==> config.mk <==
export PLATFORM = sky130hd
export DESIGN_NAME = spnks_core
export DESIGN_NICKNAME = d
export VERILOG_FILES = /design/src/rtl/spnks_pkg.sv /design/src/rtl/spnks_sbox.sv /design/src/rtl/spnks_state_file.sv /design/src/rtl/spnks_ctrl.sv /design/src/rtl/spnks_core.sv
export SDC_FILE = /design/constraint.sdc
export NUM_CORES = 2
export LEC_CHECK = 0
export ABC_AREA = 1
export BUFFER_PORTS_ARGS = -buffer_cell sky130_fd_sc_hd__buf_2
export CAP_MARGIN = 20
export CORE_ASPECT_RATIO = 0.5
export CORE_MARGIN = 4
export CORE_UTILIZATION = 35
export DETAILED_ROUTE_END_ITERATION = 7
export PLACE_DENSITY_LB_ADDON = 0.12
export SYNTH_ARGS = -nofsm -noshare
export SYNTH_HDL_FRONTEND = slang
export SYNTH_SLANG_ARGS = --single-unit
==> constraint.sdc <==
create_clock -name clk -period 21.1 [get_ports clk]
set_input_delay 6.33 -clock clk [delete_from_list [all_inputs] [get_ports clk]]
set_output_delay 6.33 -clock clk [all_outputs]
set_load 0.1 [all_outputs]
==> src/rtl/spnks_pkg.sv <==
// Shared types and the substitution function of the keystream engine.
// Assumes: byte-wide datapath; the S-box is the AES forward substitution,
// computed as the GF(2^8) inverse followed by the affine map.
package spnks_pkg;

    typedef enum logic [1:0] {
        PH_IDLE  = 2'd0,
        PH_ARMED = 2'd1,
        PH_RUN   = 2'd2
    } phase_t;

    // Multiply by x in GF(2^8) modulo x^8+x^4+x^3+x+1.
    function automatic logic [7:0] gf_xtime(input logic [7:0] a);
        return {a[6:0], 1'b0} ^ (a[7] ? 8'h1b : 8'h00);
    endfunction

    // Full GF(2^8) product by shift-and-add.
    function automatic logic [7:0] gf_mul(input logic [7:0] a, input logic [7:0] b);
        logic [7:0] acc;
        logic [7:0] sh;
        acc = 8'h00;
        sh  = a;
        for (int i = 0; i < 8; i++) begin
            if (b[i]) acc = acc ^ sh;
            sh = gf_xtime(sh);
        end
        return acc;
    endfunction

    // Inverse as x^254; zero maps to zero.
    function automatic logic [7:0] gf_inv(input logic [7:0] x);
        logic [7:0] r;
        logic [7:0] base;
        logic [7:0] e;
        r    = 8'h01;
        base = x;
        e    = 8'hfe;
        for (int i = 0; i < 8; i++) begin
            if (e[i]) r = gf_mul(r, base);
            base = gf_mul(base, base);
        end
        return r;
    endfunction

    // Forward substitution: inverse, then affine transform with constant 0x63.
    function automatic logic [7:0] fwd_sub(input logic [7:0] x);
        logic [7:0] b;
        b = gf_inv(x);
        return b ^ {b[6:0], b[7]} ^ {b[5:0], b[7:6]} ^ {b[4:0], b[7:5]}
                 ^ {b[3:0], b[7:4]} ^ 8'h63;
    endfunction

endpackage

==> src/rtl/spnks_sbox.sv <==
// Single 8-bit substitution box, purely combinational.
// Assumes: used once per sub-round on the chaining path; no pipelining.
module spnks_sbox (
    input  logic [7:0] din,
    output logic [7:0] dout
);
    // Combinational lookup computed by the package function.
    always_comb dout = spnks_pkg::fwd_sub(din);
endmodule

==> src/rtl/spnks_state_file.sv <==
// Byte-addressed working state with a parallel load port, one write port
// and two independent read ports (sub-round operand and keystream output).
// Assumes: load and write never coincide (the controller guarantees it);
// pointers are below NB. Storage is data only and carries no reset.
module spnks_state_file #(
    parameter  int NB = 37,
    localparam int PW = $clog2(NB)
) (
    input  logic            clk,
    input  logic            ld,
    input  logic [NB*8-1:0] ld_data,
    input  logic            wr_en,
    input  logic [PW-1:0]   wr_ptr,
    input  logic [7:0]      wr_data,
    input  logic [PW-1:0]   rd_a_ptr,
    output logic [7:0]      rd_a_data,
    input  logic [PW-1:0]   rd_b_ptr,
    output logic [7:0]      rd_b_data
);
    logic [7:0] mem [NB];

    // Parallel capture on load, otherwise a single-byte write at wr_ptr.
    always_ff @(posedge clk) begin
        for (int j = 0; j < NB; j++) begin
            if (ld) begin
                mem[j] <= ld_data[8*j +: 8];
            end else if (wr_en && (wr_ptr == PW'(j))) begin
                mem[j] <= wr_data;
            end
        end
    end

    // Operand read port selected by the state pointer.
    always_comb begin
        rd_a_data = 8'h00;
        for (int j = 0; j < NB; j++) begin
            if (rd_a_ptr == PW'(j)) rd_a_data = mem[j];
        end
    end

    // Output read port selected by the output pointer.
    always_comb begin
        rd_b_data = 8'h00;
        for (int j = 0; j < NB; j++) begin
            if (rd_b_ptr == PW'(j)) rd_b_data = mem[j];
        end
    end
endmodule

==> src/rtl/spnks_ctrl.sv <==
// Sequencer: arm/run phases, state pointer, sub-round countdown to each
// block, and the strided output pointer with its 16-byte emission window.
// Assumes: STRIDE*(BLK-1) < NB and STRIDE >= 2, so reads outrun writes.
module spnks_ctrl #(
    parameter  int NB            = 37,
    parameter  int BLK           = 16,
    parameter  int INIT_ROUNDS   = 10,
    parameter  int STREAM_ROUNDS = 3,
    parameter  int STRIDE        = 2,
    localparam int PW            = $clog2(NB)
) (
    input  logic          clk,
    input  logic          rst_n,
    input  logic          load,
    input  logic          start,
    input  logic [PW-1:0] ptr_seed,
    output logic          step,
    output logic          ld_ok,
    output logic          emit,
    output logic          busy,
    output logic [PW-1:0] p1,
    output logic [PW-1:0] po
);
    import spnks_pkg::*;

    localparam int FIRST = NB * (INIT_ROUNDS + STREAM_ROUNDS);
    localparam int GAP   = NB * STREAM_ROUNDS;
    localparam int CW    = $clog2(FIRST + 1);
    localparam int EW    = $clog2(BLK + 1);

    phase_t        phase;
    logic [CW-1:0] cnt;
    logic [EW-1:0] emit_cnt;
    logic          go;
    logic          blk_done;
    logic [PW-1:0] p1_nxt;
    logic [PW-1:0] po_nxt;
    logic [PW-1:0] seed_mod;
    logic [PW:0]   po_sum;
    logic [PW:0]   seed_ext;

    // Decode of phase-dependent strobes and pointer successors.
    always_comb begin
        ld_ok    = load && (phase != PH_RUN);
        go       = start && !load && (phase == PH_ARMED);
        step     = (phase == PH_RUN);
        blk_done = step && (cnt == CW'(1));
        emit     = (emit_cnt != '0);
        p1_nxt   = (p1 == PW'(NB - 1)) ? '0 : p1 + 1'b1;
        po_sum   = {1'b0, po} + (PW+1)'(STRIDE);
        po_nxt   = (po_sum >= (PW+1)'(NB)) ? PW'(po_sum - (PW+1)'(NB)) : PW'(po_sum);
        seed_ext = {1'b0, ptr_seed};
        seed_mod = (seed_ext >= (PW+1)'(NB)) ? PW'(seed_ext - (PW+1)'(NB)) : ptr_seed;
    end

    // Phase register and state pointer.
    always_ff @(posedge clk) begin
        if (!rst_n) begin
            phase <= PH_IDLE;
            p1    <= '0;
        end else if (ld_ok) begin
            phase <= PH_ARMED;
            p1    <= seed_mod;
        end else if (go) begin
            phase <= PH_RUN;
        end else if (step) begin
            p1 <= p1_nxt;
        end
    end

    // Countdown of sub-rounds to the next completed block.
    always_ff @(posedge clk) begin
        if (!rst_n) begin
            cnt <= '0;
        end else if (go) begin
            cnt <= CW'(FIRST);
        end else if (blk_done) begin
            cnt <= CW'(GAP);
        end else if (step) begin
            cnt <= cnt - 1'b1;
        end
    end

    // Emission window and strided output pointer from the oldest byte.
    always_ff @(posedge clk) begin
        if (!rst_n) begin
            emit_cnt <= '0;
            po       <= '0;
        end else if (blk_done) begin
            emit_cnt <= EW'(BLK);
            po       <= p1_nxt;
        end else if (emit) begin
            emit_cnt <= emit_cnt - 1'b1;
            po       <= po_nxt;
        end
    end

    // Busy from an accepted start until the first block is complete.
    always_ff @(posedge clk) begin
        if (!rst_n) begin
            busy <= 1'b0;
        end else if (go) begin
            busy <= 1'b1;
        end else if (blk_done) begin
            busy <= 1'b0;
        end
    end
endmodule

==> src/rtl/spnks_core.sv <==
// Top of the byte-serial keystream engine: one sub-round per clock through
// state byte, accumulator, external key byte and the S-box, with a strided
// keystream read from the live state.
// Assumes: key_byte is valid in every cycle key_step is high and the key
// block advances on that strobe.
module spnks_core #(
    parameter  int NB            = 37,
    parameter  int BLK           = 16,
    parameter  int INIT_ROUNDS   = 10,
    parameter  int STREAM_ROUNDS = 3,
    parameter  int STRIDE        = 2,
    localparam int PW            = $clog2(NB)
) (
    input  logic            clk,
    input  logic            rst_n,
    input  logic            load,
    input  logic [NB*8-1:0] iv_bytes,
    input  logic [7:0]      accu_seed,
    input  logic [PW-1:0]   ptr_seed,
    input  logic            start,
    input  logic [7:0]      key_byte,
    output logic            key_step,
    output logic [7:0]      ks_byte,
    output logic            ks_valid,
    output logic            busy
);
    logic          ld_ok;
    logic [PW-1:0] rd_ptr;
    logic [PW-1:0] out_ptr;
    logic [7:0]    accu;
    logic [7:0]    st_byte;
    logic [7:0]    out_byte;
    logic [7:0]    sb_in;
    logic [7:0]    sb_out;

    spnks_ctrl #(
        .NB(NB), .BLK(BLK), .INIT_ROUNDS(INIT_ROUNDS),
        .STREAM_ROUNDS(STREAM_ROUNDS), .STRIDE(STRIDE)
    ) u_ctrl (
        .clk(clk), .rst_n(rst_n), .load(load), .start(start),
        .ptr_seed(ptr_seed), .step(key_step), .ld_ok(ld_ok),
        .emit(ks_valid), .busy(busy), .p1(rd_ptr), .po(out_ptr)
    );

    spnks_state_file #(.NB(NB)) u_state (
        .clk(clk), .ld(ld_ok), .ld_data(iv_bytes),
        .wr_en(key_step), .wr_ptr(rd_ptr), .wr_data(sb_out),
        .rd_a_ptr(rd_ptr), .rd_a_data(st_byte),
        .rd_b_ptr(out_ptr), .rd_b_data(out_byte)
    );

    // Chaining input to the S-box.
    always_comb sb_in = st_byte ^ accu ^ key_byte;

    spnks_sbox u_sbox (.din(sb_in), .dout(sb_out));

    // Accumulator: seeded on load, takes the substituted byte each sub-round.
    always_ff @(posedge clk) begin
        if (!rst_n) begin
            accu <= 8'h00;
        end else if (ld_ok) begin
            accu <= accu_seed;
        end else if (key_step) begin
            accu <= sb_out;
        end
    end

    // Keystream byte gated by its valid strobe.
    always_comb ks_byte = ks_valid ? out_byte : 8'h00;
endmodule

Word level (Yosys, flattened, before mapping)
Memories as Yosys holds them, arrays and structs flattened. Index checks and enable logic that the tools add are counted. W data, S select, Z words.

Bits in registers: 37. Input bits: 322. Memories: 1. Output and inout bits: 11. Memory bits (writable): 296.

$lt $le $gt $ge: 2. Bitwise logic cells: 234. Reduce and logical (&&, ||, !) cells: 56. Add/sub/neg operators: 6. Mux-type cells: 447. Eq/ne operators: 77.

Memory list: u_state.mem (depth 37, bits a word 8, read ports 37, clocked after Yosys merged registers in 0, wr ports 37, RTL line spnks_state_file.sv:20) `logic [7:0] mem [NB];`.

Operator list (number): $mux W8 (219); $xor A8 B8 Y8 (188); $mux W5 (94); $eq A6 B5 Y1 const B (32); $mux W1 (118); $eq A6 B4 Y1 const B (16); $eq A6 B6 Y1 const B (10); $mux W6 (9); $eq A6 B3 Y1 const B (8); $logic_and A1 B1 Y1 (41); $or A1 B1 Y1 (37); $mux W9 (3); $eq A6 B2 Y1 const B (4); $eq A6 B1 Y1 const B (2); $logic_not A6 Y1 (2); $sub A6 B6 Y6 const B (2); $reduce_bool A2 Y1 (5); $eq A9 B1 Y1 const B (1); $sub A9 B1 Y9 const B (1); $add A6 B2 Y7 const B (1); $ge A7 B6 Y1 const B (1); $mux W7 (1); $not A1 Y1 const A (7); $add A6 B1 Y6 const B (1); other kinds (16) (19).

Logic depth before layout (Yosys ltp)
Word-level depth: 174. Depth in mapped cells: 178.

Modules after synthesis
From an unflattened synthesis, not the netlist that was laid out.

Cells, all modules: 6806. Area, all modules: 39351.5 um^2.

Modules (own cells, without submodules): spnks_sbox (cells each 3995, area each 18729.2 um^2, seq. area each 0.0 um^2, instances 1); spnks_state_file (cells each 2400, area each 17912.2 um^2, seq. area each 8888.5 um^2, instances 1); spnks_ctrl (cells each 285, area each 1975.6 um^2, seq. area each 580.6 um^2, instances 1); spnks_core (cells each 126, area each 734.5 um^2, seq. area each 160.2 um^2, instances 1).

Worst setup path after synthesis
OpenSTA, ideal clock, no wires.

Kind: input port to flip-flop. Start: in key_byte[7]. End: mem u_state.mem[1][6] (netlist: u_state.mem[0][14]) (data pin). Stages on the path: 93. Arrival time: 17.854 ns. Required time: 20.847 ns. Buffers on the path: 9. Slack: 2.993 ns. Setup time: 0.253 ns. Path through: xor2_1 nand3b_1 nand2_4 buf_6 ha_1 inv_1 nand2_1 nand2_1 nand2_1 nand3_1 nand3b_1 nand2_4 buf_6 ha_1 inv_1 nand3_1 nand2_1 nand3_1 [... 57 more ...] inv_1 nand2_1 nand2_2 nand2_2 nand2_1 nand2_1 nand2_2 nand2_2 inv_2 nor2_4 nand2_1 nand2_2 nand2_2 nand2_2 nand2_2 nand2_4 buf_8 o21ai_2.

RTL lines: start, declared (RTL line spnks_core.sv:21) `input logic [7:0] key_byte,`; end, declared (RTL line spnks_state_file.sv:20).

==> results.md <==
- Fin. Hold Viols: 0
- Worst EP required: 21.53 ns
- Drt pass-1 iters: 6
- # fillers: 13700
- Top cells by count, synth: nand2_1, nand3_1, inv_1, nor2_1, nand2_2
- Worst-Skew Late Latency: 0.58 ns
- GRT Residual Overflow: 0
- Clock sinks: 333
- FF-to-FF path depth: 131
- Fin Clk Skew: 0.0229 ns
- Die Y: 259 um
- Post-synthesis sequential area ratio: 21.9%
- WHS Path Cells: 2
- Max Cap Viol: 0
- Number of buffers added on ports: 332
- Htree depth: 2
- CP most frequent cell: nand2_1
- FF-to-FF Start: u_ctrl.p1[0]
- Hold_buf cts: 0
- Hold wc startpoint: u_ctrl.phase[0]
- YS warnings: 0
- Post-Syn Instances: 7061
- DIE WIDTH: 509 um
- RR Endpoint: u_state.mem[2][10]
- Residual DRC count: 0
- Worst slew pin tran: 1.13 ns
- Startpoint class of the critical path: input port
- Gpl congestion: 0.928
- FMAX: 0.0508 GHz
- Synth area leaders: nand2_1, edfxtp_1, nand3_1
- Critical path class: in2reg
- Total GRT Usage: 24.6%
- Rel. slew slack: 24.2%
- Layout cells sized above 1: 20.3%
- Worst Setup SP: key_byte[1]
- Syn avg cell area: 6.23 um2
- Area Overhead vs Synth: 9.83%
- Yosys cell types: 73
- Initial core utilization: 35.5%
- Share of the synthesized area in the top cell type: 21.5%
- Drt total wl: 169 mm
- Clk pin slew, worst setup/hold paths: 0.06 ns
- RSZ-0062 raised after global routing: no
- Pins over their slew limit: 0
- Placed cell area: 47000 um2
- Finished Cell Area: 48300 um2
- Die ar.: 132000 um2
- Clock Tree Root: clkbuf_16
- Synthesized area: 44000 um2
- Slowest stage delay, CP: 0.44 ns
- Hold Crit Class: reg2reg
- CTS buffer count: 39
- Crit Path Max Fanout: 34
- Post-synthesis register bit count: 333
- Worst Hold End: u_ctrl.phase[0]
- CTS Buffer Depth: 3
- DRT antenna net count: 0
- Endpoint type of the worst setup path: flop
- Largest net degree at the start of global routing: 35
- Primary FF master, synth: edfxtp_1
- TNS Setup: 0 ns
- Rows: 91
- Post-synth top area cell: nand2_1
- CTS tree: yes
- Diodes inserted: 0
- # IOs: 333
- Critical Path Slowest Stage Cell: ha_1
- Status: finished, final reports clean
- Shortest period the worst path allows: 19.70 ns
- Final setup fails: 0
- Vias in the first global route: 43400
- Nets: 7711
- Via count: 46500
- Post-synth EDFFs: 296
- Initial antenna violation count: 3
- Avg WL per Cell: 18.7 um
- Core box area: 124000 um2
- Setup slack, reg-to-reg: 3.20 ns
- Worst Path Arrival: 20.13 ns
- Top-count cell post-synth: nand2_1
- Final period utilization: 93.4%
- DR iter-0 viols: 3565
- Global-route wire length before repair: 256 mm
- Post-Syn Nets: 7408
- Drt via density: 5.12
- Post-synth ARST share: 0%
- Post-DP HPWL: 135 mm
worst max-delay path by stage:
stage / cells after the start / slack [ns] / to
after floorplan: 93 / 2.99 / u_state.mem[0][14]
after global placement: 92 / 0.58 / u_state.mem[3][35]
after detailed placement: 108 / 0.49 / u_state.mem[3][35]
after CTS: 108 / 1.06 / u_state.mem[3][35]
after global routing: 113 / 0.08 / u_state.mem[3][35]
final: 92 / 1.40 / u_state.mem[2][10]
layout by cell type (no fill, tap or decap), types with 19 or more instances in the layout:
cell | netlist | routed
a21oi_1 | 169 | 169
buf_12 | 6 | 29
buf_2 | 15 | 332
buf_4 | 18 | 124
clkbuf_16 | 0 | 41
clkinv_1 | 12 | 19
dfxtp_1 | 37 | 37
edfxtp_1 | 296 | 296
ha_1 | 25 | 25
inv_1 | 657 | 657
inv_2 | 106 | 106
inv_4 | 27 | 27
nand2_1 | 2520 | 2518
nand2_2 | 396 | 396
nand2_4 | 115 | 117
nand3_1 | 892 | 891
nand3_2 | 101 | 102
nand3b_1 | 40 | 40
nand4_1 | 84 | 84
nor2_1 | 422 | 421
nor2_2 | 53 | 54
o211ai_1 | 50 | 50
o21ai_0 | 231 | 231
o21ai_1 | 147 | 147
o21ai_2 | 49 | 49
or2_2 | 32 | 32
xnor2_1 | 49 | 49
xor2_1 | 114 | 113
xor2_2 | 19 | 20
layout make-up:
class | instances | area [um2] | share of cell area (%)
multi-input combinational | 5696 | 29000 | 60.1
timing repair buffer | 486 | 3190 | 6.60
clock buffer | 51 | 1070 | 2.22
tap | 1674 | 2090 | 4.34
clock inverter | 19 | 140 | 0.290
sequential | 333 | 9630 | 19.9
inverter | 808 | 3130 | 6.48
stage by stage:
stage	hold WS [ns]	std cells	util, %	setup WS [ns]
after detailed placement	0.478	8995	37.9	0.493
after CTS	0.493	9065	38.9	1.06
after global placement	0.470	8995	37.9	0.579
after global routing	0.499	9067	39.0	0.0830
after floorplan	0.439	7061	-	2.99
final	0.487	9067	39.0	1.40
registers in the layout, indices dropped and copies added (netlist names):
signal / cells
u_ctrl.p1: 6
accu: 8
u_ctrl.emit_cnt: 5
u_ctrl.busy: 1
u_ctrl.po: 6
u_state.mem: 296
u_ctrl.cnt: 9
u_ctrl.phase: 2
metal layers:
metal / global-route usage, % / share of wire, % / vias up
li1: - / - / 23400
met1: 32.2 / 43 / 21500
met2: 43.6 / 49 / 1303
met3: 2.21 / 5.4 / 221
met4: 6.12 / 2.5 / 2
met5: 0 / 0.0065 / -
critical path: cells and delay by family:
| kind | cells | cell delay (ns) |
|---|---|---|
| simple gates | 59 | 7.25 |
| xor+xnor | 13 | 3.20 |
| buf+inv | 17 | 2.33 |
| fa+ha+maj | 2 | 0.78 |
| compound gates | 1 | 0.09 |
timing repair:
| action | in CTS | in global routing |
|---|---|---|
| resized for setup | 0 | 5 |
| buffers inserted | 0 | 1 |
| setup endpoints to repair | 0 | 304 |
cells by family after synthesis:
kind of cell    synth area share [%]
compound gates                  9.98
xor+xnor                        4.75
fa+ha+maj                      0.711
buf+inv                         12.1
flops                           21.9
simple gates                    50.5
Power is left out: the tool's default activity adds up to more than one toggle a clock period on the data nets, which glitch-free logic cannot reach.
